### src/rtl/pair_issue.sv
module pair_issue #(
  parameter int RW = 6
) (
  input  logic          clk,
  input  logic          rst,
  input  logic          flush,
  input  logic          in_valid,
  input  logic [RW-1:0] l_rs1,
  input  logic [RW-1:0] l_rs2,
  input  logic [RW-1:0] l_rd,
  input  logic          l_ld,
  input  logic          r_fp,
  input  logic [RW-1:0] r_rs1,
  input  logic [RW-1:0] r_rs2,
  input  logic [RW-1:0] r_rd,
  input  logic          r_ld,
  output logic          iss_l,
  output logic          iss_r,
  output logic          fetch_adv
);

  localparam logic [RW-1:0] ZERO = '0;

  logic          single_q;
  logic          ldv_l_q, ldv_r_q;
  logic [RW-1:0] ldd_l_q, ldd_r_q;

  function automatic logic pend(input logic [RW-1:0] s,
                                input logic va, input logic [RW-1:0] da,
                                input logic vb, input logic [RW-1:0] db);
    return (s != ZERO) && ((va && s == da) || (vb && s == db));
  endfunction

  logic go, l_haz, r_haz, r_dep, pair_ok;

  assign go    = !rst && in_valid && !flush;
  assign l_haz = pend(l_rs1, ldv_l_q, ldd_l_q, ldv_r_q, ldd_r_q) ||
                 pend(l_rs2, ldv_l_q, ldd_l_q, ldv_r_q, ldd_r_q);
  assign r_haz = pend(r_rs1, ldv_l_q, ldd_l_q, ldv_r_q, ldd_r_q) ||
                 pend(r_rs2, ldv_l_q, ldd_l_q, ldv_r_q, ldd_r_q);
  assign r_dep = (l_rd != ZERO) && (r_rs1 == l_rd || r_rs2 == l_rd);
  assign pair_ok = r_fp && !r_dep && !r_haz;

  assign iss_l = go && !single_q && !l_haz;
  assign iss_r = single_q ? (go && !r_haz) : (iss_l && pair_ok);
  assign fetch_adv = !rst && (flush ? in_valid : iss_r);

  always_ff @(posedge clk) begin
    if (rst) begin
      single_q <= 1'b0;
      ldv_l_q  <= 1'b0;
      ldv_r_q  <= 1'b0;
      ldd_l_q  <= '0;
      ldd_r_q  <= '0;
    end else begin
      if (flush)
        single_q <= 1'b0;
      else if (iss_l && !iss_r)
        single_q <= 1'b1;
      else if (iss_r)
        single_q <= 1'b0;
      ldv_l_q <= iss_l && l_ld && (l_rd != ZERO);
      ldv_r_q <= iss_r && r_ld && (r_rd != ZERO);
      ldd_l_q <= l_rd;
      ldd_r_q <= r_rd;
    end
  end

endmodule

### config.mk
export PLATFORM = sky130hd
export DESIGN_NAME = pair_issue
export DESIGN_NICKNAME = d
export VERILOG_FILES = /design/src/rtl/pair_issue.sv
export SDC_FILE = /design/constraint.sdc
export NUM_CORES = 1
export LEC_CHECK = 0
export BUFFER_PORTS_ARGS = -buffer_cell sky130_fd_sc_hd__buf_2
export CORE_ASPECT_RATIO = 1.1
export CORE_MARGIN = 10
export CORE_UTILIZATION = 39
export CTS_BUF_LIST = sky130_fd_sc_hd__clkbuf_4
export CTS_CLUSTER_DIAMETER = 40
export DETAILED_ROUTE_END_ITERATION = 12
export PLACE_DENSITY_LB_ADDON = 0.12
export SETUP_SLACK_MARGIN = 0.5
export SYNTH_ARGS = -nofsm -noshare
export SYNTH_HDL_FRONTEND = slang
export SYNTH_SLANG_ARGS = --single-unit
### constraint.sdc
create_clock -name clk -period 3.1 [get_ports clk]
set_input_delay 0.31 -clock clk [delete_from_list [all_inputs] [get_ports clk]]
set_output_delay 0.31 -clock clk [all_outputs]
set_load 0.03 [all_outputs]
==> impl_metrics.json, run 1 <==
{
  "post-route-min-period_ns": 2.35,
  "syn-num-nets": 200,
  "worst_slack_ns": 0.752,
  "routed_wl_um": 3860,
  "cp-start-kind": "input pin",
  "ctsHoldBuffers": 0,
  "drc": 0,
  "antenna_found_initial": 0,
  "std_cell_rows": 22,
  "route.top_layer_used": "met4",
  "outcome": "finished clean",
  "wl_met3_um": 296,
  "syn_area_per_cell_um2": 8.36,
  "cts_tree": "yes",
  "nets": 237,
  "critPathSlowestCell": "or4_1",
  "synth_area_um2": 1310,
  "via_per_inst": 5.24,
  "fin_skew_ns": 0.00307,
  "critical_path_class": "in -> out",
  "rsz0062_at_grt": "false",
  "dieHeight_um": 80.8,
  "netlist.top_cell.by_area": "xnor2_1",
  "post-cts-setup-buffers": 0,
  "cp-end-kind": "output pin",
  "vias": 1200,
  "total_power_uw": 489,
  "gp_congestion": 0.930,
  "grt.overflow.total": 0,
  "grt_pass1_wl_um": 6150,
  "routed-wl-met2_um": 1890,
  "drtPass1Iterations": 4,
  "synth_cells": 157,
  "yosys_warnings": 0,
  "area_growth_pct": 17.8,
  "antenna_cells": 0,
  "synth_cell_types": 24,
  "drt_iter0_drc": 33,
  "cts.htree.levels": 1,
  "worstPathArrival_ns": 2.04,
  "port-buffer-count": 45,
  "synth-seq-cells": 15,
  "grt_max_degree": 15,
  "tns_ns": 0,
  "synth_ff_type": "dfxtp_1",
  "path_clk_slew_ns": 0.09,
  "cp_top_family": "simple AND/OR/NAND/NOR gates",
  "hold_viol_final": 0,
  "wire_per_inst_um": 16.9,
  "cts_root_buf": "clkbuf_4",
  "synthTopCellsByCount": "xnor2_1 (56), dfxtp_1 (15), buf_2 (12), nor2b_1 (12), nand4_1 (10)",
  "hpwl_um": 3280,
  "powerDensity_nw_per_um2": 316,
  "max-vdd-ir-drop_uv": 242,
  "post_cts_resized": 0,
  "hp-class": "in -> reg",
  "relSlewSlack": 0.722,
  "setup_violations": 0,
  "cts-buffers-inserted": 3,
  "clock_latency_ns": 0.28,
  "io_pins": 46,
  "gr-usage-all-layers": 0.130,
  "drv_slew": 0,
  "crit_top_cell": "buf_2",
  "cap_violations": 0,
  "initial_core_util": 0.401,
  "async_flop_share": 0,
  "clk_path_buf_depth": 2,
  "cpPeakStageDelay_ns": 0.55,
  "die_area_um2": 6090,
  "grt_pass1_vias": 1259,
  "clock.fmax_mhz": 426,
  "crit_chain": "buf_2 > or4_1 > nor3_2 > o41ai_1 > o21bai_1 > o211ai_2 > a21oi_1 > buf_2",
  "synth_edf_count": 0,
  "fin_crit_sh": 0.757,
  "post-place-ws_ns": 0.772,
  "wl_met1_um": 1630,
  "synth_top_area_share": 0.374,
  "cp_max_fo": 4,
  "required_ns": 2.79,
  "synth.area.top_cells": "xnor2_1 (37%), dfxtp_1 (23%), nor2b_1 (5.7%), nand4_1 (4.8%), buf_2 (4.6%)",
  "drive_above_1_share": 0.275,
  "ant_nets": 0,
  "critPathBufInv": 2,
  "die_w_um": 75.3,
  "clkSinkCount": 15,
  "power.leakage_nw": 0.540,
  "core_area_um2": 3280,
  "worstMarginPinSlew_ns": 0.413,
  "synth.most_common_cell": "xnor2_1",
  "yosysSeqAreaShare": 0.229,
  "hold_ws_ns": 0.250
}
[cell families after synthesis]
kind of cell,synth area share
DFF,0.229
buffers and inverters,0.0543
xor gates and xnor gates,0.400
AOI/OAI and AO/OA,0.0801
and+or+nand+nor,0.236
[final timing paths]
path / start / to / slack [ns] / cells past startpoint
worst max-delay path: l_rd[3] / fetch_adv / 0.75 / 8
worst min-delay path: r_rd[3] / ldd_r_q[3] / 0.25 / 2
worst max register to register: ldd_r_q[1] / ldv_l_q / 1.46 / 6
worst min register to register: single_q / single_q / 0.53 / 2
[placed cells by master, fill, tap and decap left out, drive strengths merged, types with 3 or more instances in the layout]
master / netlist / routed
o22ai: 4 / 4
clkbuf: 1 / 3
nor2: 7 / 7
xor2: 4 / 4
nor2b: 12 / 12
nor4: 5 / 5
xnor2: 56 / 56
nand2: 7 / 7
nand4: 10 / 10
buf: 12 / 45
dfxtp: 15 / 15
nand3: 9 / 9
[state kept, by name, indices dropped and copies added, names as in the netlist]
name      flops
ldv_l_q       1
ldd_r_q       6
ldv_r_q       1
single_q      1
ldd_l_q       6
[layer usage]
metal	GRT usage	up-vias
met1	0.150	555
met5	0	-
li1	-	599
met3	0.0366	4
met2	0.226	42
met4	0.0353	0
[worst register-to-register path: stages (launching register included)]
cell and delay [ns]:
dfxtp_1 0.52, xnor2_1 0.12, nand4_1 0.10, o22ai_1 0.08
a22oi_1 0.30, nand3_1 0.18, nor4b_1 0.25
[layout make-up]
class                           count  area (um2)
Timing Repair Buffer               45         225
Multi-Input combinational cell    127         941
Inverter                            2        7.51
Clock inverter                      1        5.00
Fill cell                         346        1730
Sequential cell                    15         300
Clock buffer                        3        22.5
Tap cell                           36        45.0
[stage by stage]
step / instances / util / instance area [um2]
after global placement: 225 / 0.464 / 1520
final: 229 / 0.472 / 1550
after CTS: 229 / 0.472 / 1550
after floorplan: 157 / - / 1310
after global routing: 229 / 0.472 / 1550
after detailed placement: 225 / 0.464 / 1520
[where the power goes]
part	internal (mW)	total (mW)	leakage, nW	switching (mW)
sequential	0.202	0.223	0.124	0.0209
combinational	0.0821	0.153	0.398	0.0708
clock	0.0478	0.113	0.0177	0.0647
Note: power is estimated with default switching activity, not from simulation.
==> inputs of run 2 (changes only) <==
--- a/config.mk
+++ b/config.mk
@@ -5,6 +5,7 @@
 export SDC_FILE = /design/constraint.sdc
 export NUM_CORES = 1
 export LEC_CHECK = 0
+export ABC_AREA = 1
 export BUFFER_PORTS_ARGS = -buffer_cell sky130_fd_sc_hd__buf_2
 export CORE_ASPECT_RATIO = 1.1
 export CORE_MARGIN = 10
==> constraint.sdc (replaced) <==
create_clock -name clk -period 2.3 [get_ports clk]
set_input_delay 0.23 -clock clk [delete_from_list [all_inputs] [get_ports clk]]
set_output_delay 0.23 -clock clk [all_outputs]
set_load 0.03 [all_outputs]
==> run 2 against run 1 <==
Against the previous run: synthesized cell count rose by 100%; clock power increased by 35%; worst hold slack lost 0.10 ns; combinational power up 65%; sequential share of layout area fell by 3.0 points; synthesized area grew 22%; non-clock buffer count rose by 6; global-route usage grew 2.7 points; final cell count up 84%; flip-flop and latch count unchanged; worst setup slack got worse by 0.45 ns; critical path type is now reg -> out; highest routed layer unchanged.
==> impl_metrics.json, run 2 <==
{
  "worstMarginPinSlew_ns": 0.373,
  "crit_chain": "buf_4 > nand2_1 > nand2_1 > inv_1 > nand2_1 > nor2_1 > nand2_1 > nand2_1 > nand2_2 > nand2_2 > nor2_4 > nand2_4 > nand3_2 > nand2_1 > inv_1 > buf_6",
  "port-buffer-count": 45,
  "post-route-min-period_ns": 2.00,
  "cpPeakStageDelay_ns": 0.38,
  "grt.overflow.total": 0,
  "wl_met1_um": 2550,
  "hp-class": "in -> reg",
  "final_common_cell": "nand2_1",
  "drc": 0,
  "max-vdd-ir-drop_uv": 248,
  "cts_tree": "yes",
  "drt_iter0_drc": 72,
  "hold_path.startpoint": "r_rd[5]",
  "initial_core_util": 0.406,
  "cp-start-kind": "flop",
  "routed_wl_um": 5510,
  "synthMuxAreaShare": 0,
  "syn_area_per_cell_um2": 5.10,
  "crit_top_cell": "nand2_1",
  "die_area_um2": 7090,
  "via_per_inst": 4.73,
  "timing.critical_path.from": "ldd_r_q[1]",
  "routed-wl-met2_um": 2540,
  "cap_violations": 0,
  "worstPathArrival_ns": 1.77,
  "yosysSeqAreaShare": 0.187,
  "hold_path_end": "ldd_r_q[5]",
  "synthAdderAreaFrac": 0,
  "cts_root_buf": "clkbuf_4",
  "vias": 1992,
  "clk_path_buf_depth": 2,
  "wl_met3_um": 301,
  "post-place-ws_ns": 0.467,
  "yosys.area_share.simple": 0.530,
  "core_area_um2": 3960,
  "synth_area_um2": 1610,
  "relSlewSlack": 0.748,
  "antenna_cells": 0,
  "layout_common_cells": "nand2_1 (136), inv_1 (52), buf_2 (42)",
  "clkSinkCount": 15,
  "cts.htree.levels": 1,
  "cts-buffers-inserted": 3,
  "cp_max_fo": 4,
  "ff2ff_setup_slack_ns": 0.80,
  "cp-end-kind": "output pin",
  "ctsHoldBuffers": 0,
  "clock.fmax_mhz": 501,
  "synth.most_common_cell": "nand2_1",
  "setup_violations": 0,
  "dieHeight_um": 87.3,
  "tns_ns": 0,
  "gp_congestion": 0.929,
  "grt_pass1_vias": 1923,
  "yosys_warnings": 0,
  "drtPass1Iterations": 4,
  "required_ns": 2.07,
  "largest_registers": "ldd_l_q: 6 flops, ldd_r_q: 6 flops",
  "gr-usage-all-layers": 0.157,
  "hpwl_um": 4530,
  "synth_xor_area_frac": 0.0708,
  "critical_path_class": "reg -> out",
  "critPathBufInv": 4,
  "path_clk_slew_ns": 0.09,
  "worst_slack_ns": 0.304,
  "route.top_layer_used": "met4",
  "hold_ws_ns": 0.147,
  "cp_top_family": "simple AND/OR/NAND/NOR gates",
  "die_w_um": 81.2,
  "holdPathStages": 3,
  "std_cell_rows": 24,
  "synth_top_area_share": 0.325,
  "reg2reg_depth": 14,
  "reg2reg_to": "ldv_r_q",
  "netlist.top_cell.by_area": "nand2_1",
  "critPathSlowestCell": "dfxtp_4",
  "hold_viol_final": 0,
  "drv_slew": 0,
  "synth_compound_area_frac": 0.0630,
  "area_growth_pct": 26.4,
  "fin_skew_ns": 0.00639,
  "clock_latency_ns": 0.29,
  "outcome": "finished clean",
  "wire_per_inst_um": 13.1,
  "drive_above_1_share": 0.247,
  "antenna_found_initial": 0,
  "synth_edf_count": 0,
  "synth.area.top_cells": "nand2_1 (32%), dfxtp_1 (19%), inv_1 (13%), nor2_1 (7.7%), nand3_1 (5.0%)",
  "synth_top_family_by_area": "simple AND/OR/NAND/NOR gates",
  "grt_max_degree": 15,
  "synth-seq-cells": 15,
  "grt_pass1_wl_um": 8960,
  "io_pins": 46,
  "rsz0062_at_grt": "true",
  "async_flop_share": 0,
  "power.leakage_nw": 1.21,
  "synthTopCellsByCount": "nand2_1 (139), inv_1 (55), nor2_1 (33)",
  "synth_cell_types": 25,
  "synth_cells": 315,
  "syn-num-nets": 358,
  "powerDensity_nw_per_um2": 343,
  "r2r_start": "ldd_r_q[1]",
  "fin_crit_sh": 0.868,
  "synth_ff_type": "dfxtp_1",
  "nets": 413,
  "ant_nets": 0
}
-- run 2: cell types whose count changed after synthesis, moves of 3 or more --
cell     before  now
nor2b_1      12    0
buf_2        12    0
xor2_1        4    7
nand4_1      10    2
inv_2         0    6
a21oi_1       1    7
nor2_1        7   33
nand2_2       0    4
xnor2_1      56    6
o21ai_0       0    3
nand2_1       7  139
nand3_1       9   16
inv_1         2   55
-- run 2: layout make-up --
type                    count  area, um2
clock buffers               3       22.5
clock inverters             1       5.00
multi-input cells         236       1080
flip-flops and latches     15        333
fillers                   449       1930
repair buffers             51        285
well taps                  52       65.1
inverters                  63        241
-- run 2: routing by layer --
layer  vias to the layer above  track usage
met2                        54        0.264
li1                       1053            -
met3                         8       0.0279
met1                       877        0.198
met5                         -            0
met4                         0       0.0425
-- run 2: worst max path at each step --
stage                 to  slack [ns]  depth (start not counted)
5_1_grt        fetch_adv        0.13                         14
2_1_floorplan  fetch_adv        0.61                         14
4_1_cts        fetch_adv        0.30                         16
3_5_place_dp   fetch_adv        0.47                         14
3_3_place_gp   fetch_adv        0.49                         16
6_report       fetch_adv        0.30                         16
-- run 2: logic make-up after synthesis --
logic type,after synthesis
buffers and inverters,64
AO/OA/AOI/OAI,17
AND/OR/NAND/NOR,206
flip-flops,15
XOR/XNOR,13
-- run 2: worst reg2reg max path, delay by kind of cell (launching register included) --
family	cells	cell delay (ns)
AND/OR/NAND/NOR	10	0.66
AO/OA/AOI/OAI	1	0.10
flip-flops	1	0.39
buffers and inverters	3	0.30
-- run 2: power by group --
group | internal (mW) | total (mW) | switching [mW]
Sequential | 0.271 | 0.292 | 0.0217
Clock | 0.0646 | 0.153 | 0.0881
Combinational | 0.102 | 0.252 | 0.149
Total | 0.437 | 0.696 | 0.259
-- run 2: metrics by stage --
stage,area (um2),total power [mW],instances,util
global route,2030,0.752,421,0.513
global placement,1890,0.538,411,0.478
floorplan,1610,0.436,315,-
finish,2030,0.696,421,0.513
detailed placement,1890,0.537,411,0.478
CTS,2000,0.692,419,0.504
-- run 2: what timing repair did --
item,CTS,global route
gates resized for setup,28,8
setup endpoints to repair,3,3
buffers inserted,4,2
pin swaps,4,5
==> inputs of run 3 (changes only) <==
--- a/config.mk
+++ b/config.mk
@@ -5,7 +5,7 @@
 export SDC_FILE = /design/constraint.sdc
 export NUM_CORES = 1
 export LEC_CHECK = 0
-export ABC_AREA = 1
+export ABC_AREA = 0
 export BUFFER_PORTS_ARGS = -buffer_cell sky130_fd_sc_hd__buf_2
 export CORE_ASPECT_RATIO = 1.1
 export CORE_MARGIN = 10
@@ -14,6 +14,7 @@
 export CTS_CLUSTER_DIAMETER = 40
 export DETAILED_ROUTE_END_ITERATION = 12
 export PLACE_DENSITY_LB_ADDON = 0.12
+export REMOVE_ABC_BUFFERS = 1
 export SETUP_SLACK_MARGIN = 0.5
 export SYNTH_ARGS = -nofsm -noshare
 export SYNTH_HDL_FRONTEND = slang
==> constraint.sdc (replaced) <==
create_clock -name clk -period 2.3 [get_ports clk]
set_input_delay 0.345 -clock clk [delete_from_list [all_inputs] [get_ports clk]]
set_output_delay 0.345 -clock clk [all_outputs]
set_load 0.03 [all_outputs]
==> run 3 against run 2 <==
Against the previous run: die area fell by 14%; routed wire length fell by 29%; register-to-register slack got worse by 0.15 ns; maximum frequency fell by 9.6%; sequential share of layout area rose by 2.5 points; global-route usage fell by 2.9 points; final area fell by 17%; critical path type is now in -> out.
==> impl_metrics.json, run 3 (synthesis results as in run 1) <==
{
  "clock_latency_ns": 0.27,
  "core_area_um2": 3280,
  "p_switching_uw": 200,
  "power.leakage_nw": 0.602,
  "gp_congestion": 0.878,
  "cp_max_fo": 3,
  "layout_common_cells": "xnor2_1 (56), buf_2 (41), nor2b_1 (12)",
  "grt.overflow.total": 0,
  "cts-buffers-inserted": 3,
  "reg2reg_to": "ldv_r_q",
  "hpwl_um": 3250,
  "area_growth_pct": 28.4,
  "total_power_uw": 677,
  "via_per_inst": 5.29,
  "critPathSlowestCell": "or4_4",
  "rsz0062_at_grt": "true",
  "final_cell_area_um2": 1690,
  "cpPeakStageDelay_ns": 0.53,
  "worstMarginPinSlew_ns": 0.412,
  "cp_top_family": "simple AND/OR/NAND/NOR gates",
  "path_clk_slew_ns": 0.07,
  "worstPathArrival_ns": 1.86,
  "die_area_um2": 6090,
  "powerDensity_nw_per_um2": 402,
  "initial_core_util": 0.401,
  "hp-class": "in -> reg",
  "drv_slew": 0,
  "cts_root_buf": "clkbuf_4",
  "clockPowerShare": 0.219,
  "drt_iter0_drc": 63,
  "placedInstanceArea_um2": 1560,
  "p_int_uw": 477,
  "std_cell_rows": 22,
  "clkSinkCount": 15,
  "holdPathStages": 2,
  "dieHeight_um": 80.8,
  "grt_pass1_wl_um": 6180,
  "nets": 246,
  "clk_path_buf_depth": 2,
  "r2r_start": "ldd_r_q[0]",
  "hold_path.startpoint": "r_rd[2]",
  "critical_path_class": "in -> out",
  "relSlewSlack": 0.722,
  "hold_viol_final": 0,
  "dp.cells": 230,
  "grt_max_degree": 15,
  "met1_usage": 0.147,
  "cts_tree": "yes",
  "fin_crit_sh": 0.960,
  "cp-end-kind": "output pin",
  "crit_chain": "buf_6 > or4_4 > nor3_4 > nor4_1 > o21bai_1 > o211ai_2 > a21oi_2 > buf_4",
  "grt_util_met2": 0.220,
  "required_ns": 1.96,
  "antenna_found_initial": 0,
  "switching_share": 0.296,
  "die_w_um": 75.3,
  "hold_path_end": "ldd_r_q[2]",
  "final_cells": 238,
  "critPathBufInv": 2,
  "grt_pass1_vias": 1354,
  "sequentialPowerShare": 0.446,
  "busiest_layer": "met2",
  "setup_violations": 0,
  "port-buffer-count": 45,
  "pwr-share-comb": 0.335,
  "ff2ff_setup_slack_ns": 0.65,
  "vias": 1260,
  "cp-start-kind": "input pin",
  "final_common_cell": "xnor2_1",
  "max-vdd-ir-drop_uv": 255,
  "cap_violations": 0,
  "cts.htree.levels": 1,
  "gr-usage-all-layers": 0.128,
  "largest_registers": "ldd_l_q: 6 flops, ldd_r_q: 6 flops",
  "gr-usage-met3": 0.0280,
  "fin_skew_ns": 0.00338,
  "routed_wl_um": 3920,
  "post-route-min-period_ns": 2.21,
  "wire_per_inst_um": 16.5,
  "drtPass1Iterations": 4,
  "outcome": "finished clean",
  "drc": 0,
  "reg2reg_depth": 8,
  "drive_above_1_share": 0.396,
  "clock.fmax_mhz": 453,
  "ant_nets": 0,
  "io_pins": 46,
  "antenna_cells": 0
}
[run 3: cell count changes in the layout (fill, tap and decap cells not counted), sizes merged, moves of 2 or more]
cell,previous run,this run
a22oi,0,2
nor2b,0,12
o21ai,3,0
inv,61,2
buf,51,54
nand4,2,10
nand2,144,7
or4,0,2
nand3,17,9
a21oi,9,1
xnor2,6,56
clkinv,3,0
xor2,7,4
nor2,35,7
[run 3: repair_timing]
| item | CTS | global route |
|---|---|---|
| setup endpoints to repair | 3 | 4 |
| hold buffers | 0 | 0 |
| pin swaps | 9 | 4 |
| endpoints found under the hold margin | 0 | 0 |
| buffers inserted | 2 | 2 |
| gates resized for setup | 22 | 3 |
[run 3: per-layer routing]
metal | wire, um | vias up
li1 | - | 621
met2 | 2060 | 50
met4 | 46 | 0
met3 | 220 | 6
met5 | 0 | -
met1 | 1590 | 583
[run 3: final cells by class]
class / count / area (um2)
multi-input combinational: 127 / 975
tap: 36 / 45.0
clock buffer: 4 / 30.0
fill: 333 / 1590
inverter: 2 / 7.51
sequential: 15 / 318
timing repair buffer: 54 / 310
[run 3: power by group through the flow]
| stage | clock network (mW) | logic (mW) | registers, mW |
|---|---|---|---|
| floorplan | 0 | 0.124 | 0.296 |
| global placement | 0 | 0.208 | 0.307 |
| detailed placement | 0 | 0.214 | 0.307 |
| CTS | 0.157 | 0.224 | 0.302 |
| global route | 0.166 | 0.247 | 0.304 |
| finish | 0.148 | 0.227 | 0.302 |
[run 3: per-stage QoR]
stage	hold slack [ns]	utilization	setup slack (ns)	setup TNS, ns
after floorplan	0.417	-	0.00192	0
after detailed placement	0.527	0.475	-0.0293	-0.0293
after global routing	0.307	0.515	0.000276	0
after CTS	0.284	0.507	0.0439	0
final	0.293	0.515	0.0919	0
after global placement	0.513	0.475	-0.00383	-0.00383
[run 3: how the worst max path moves through the flow]
stage	slack [ns]	startpoint	endpoint	cells past startpoint
after CTS	0.04	l_rd[5]	fetch_adv	8
after global routing	0.0003	l_rd[2]	fetch_adv	8
after floorplan	0.002	l_rd[3]	fetch_adv	6
final	0.09	l_rd[5]	fetch_adv	8
after global placement	-0.004	l_rd[3]	fetch_adv	8
after detailed placement	-0.03	l_rd[3]	fetch_adv	8
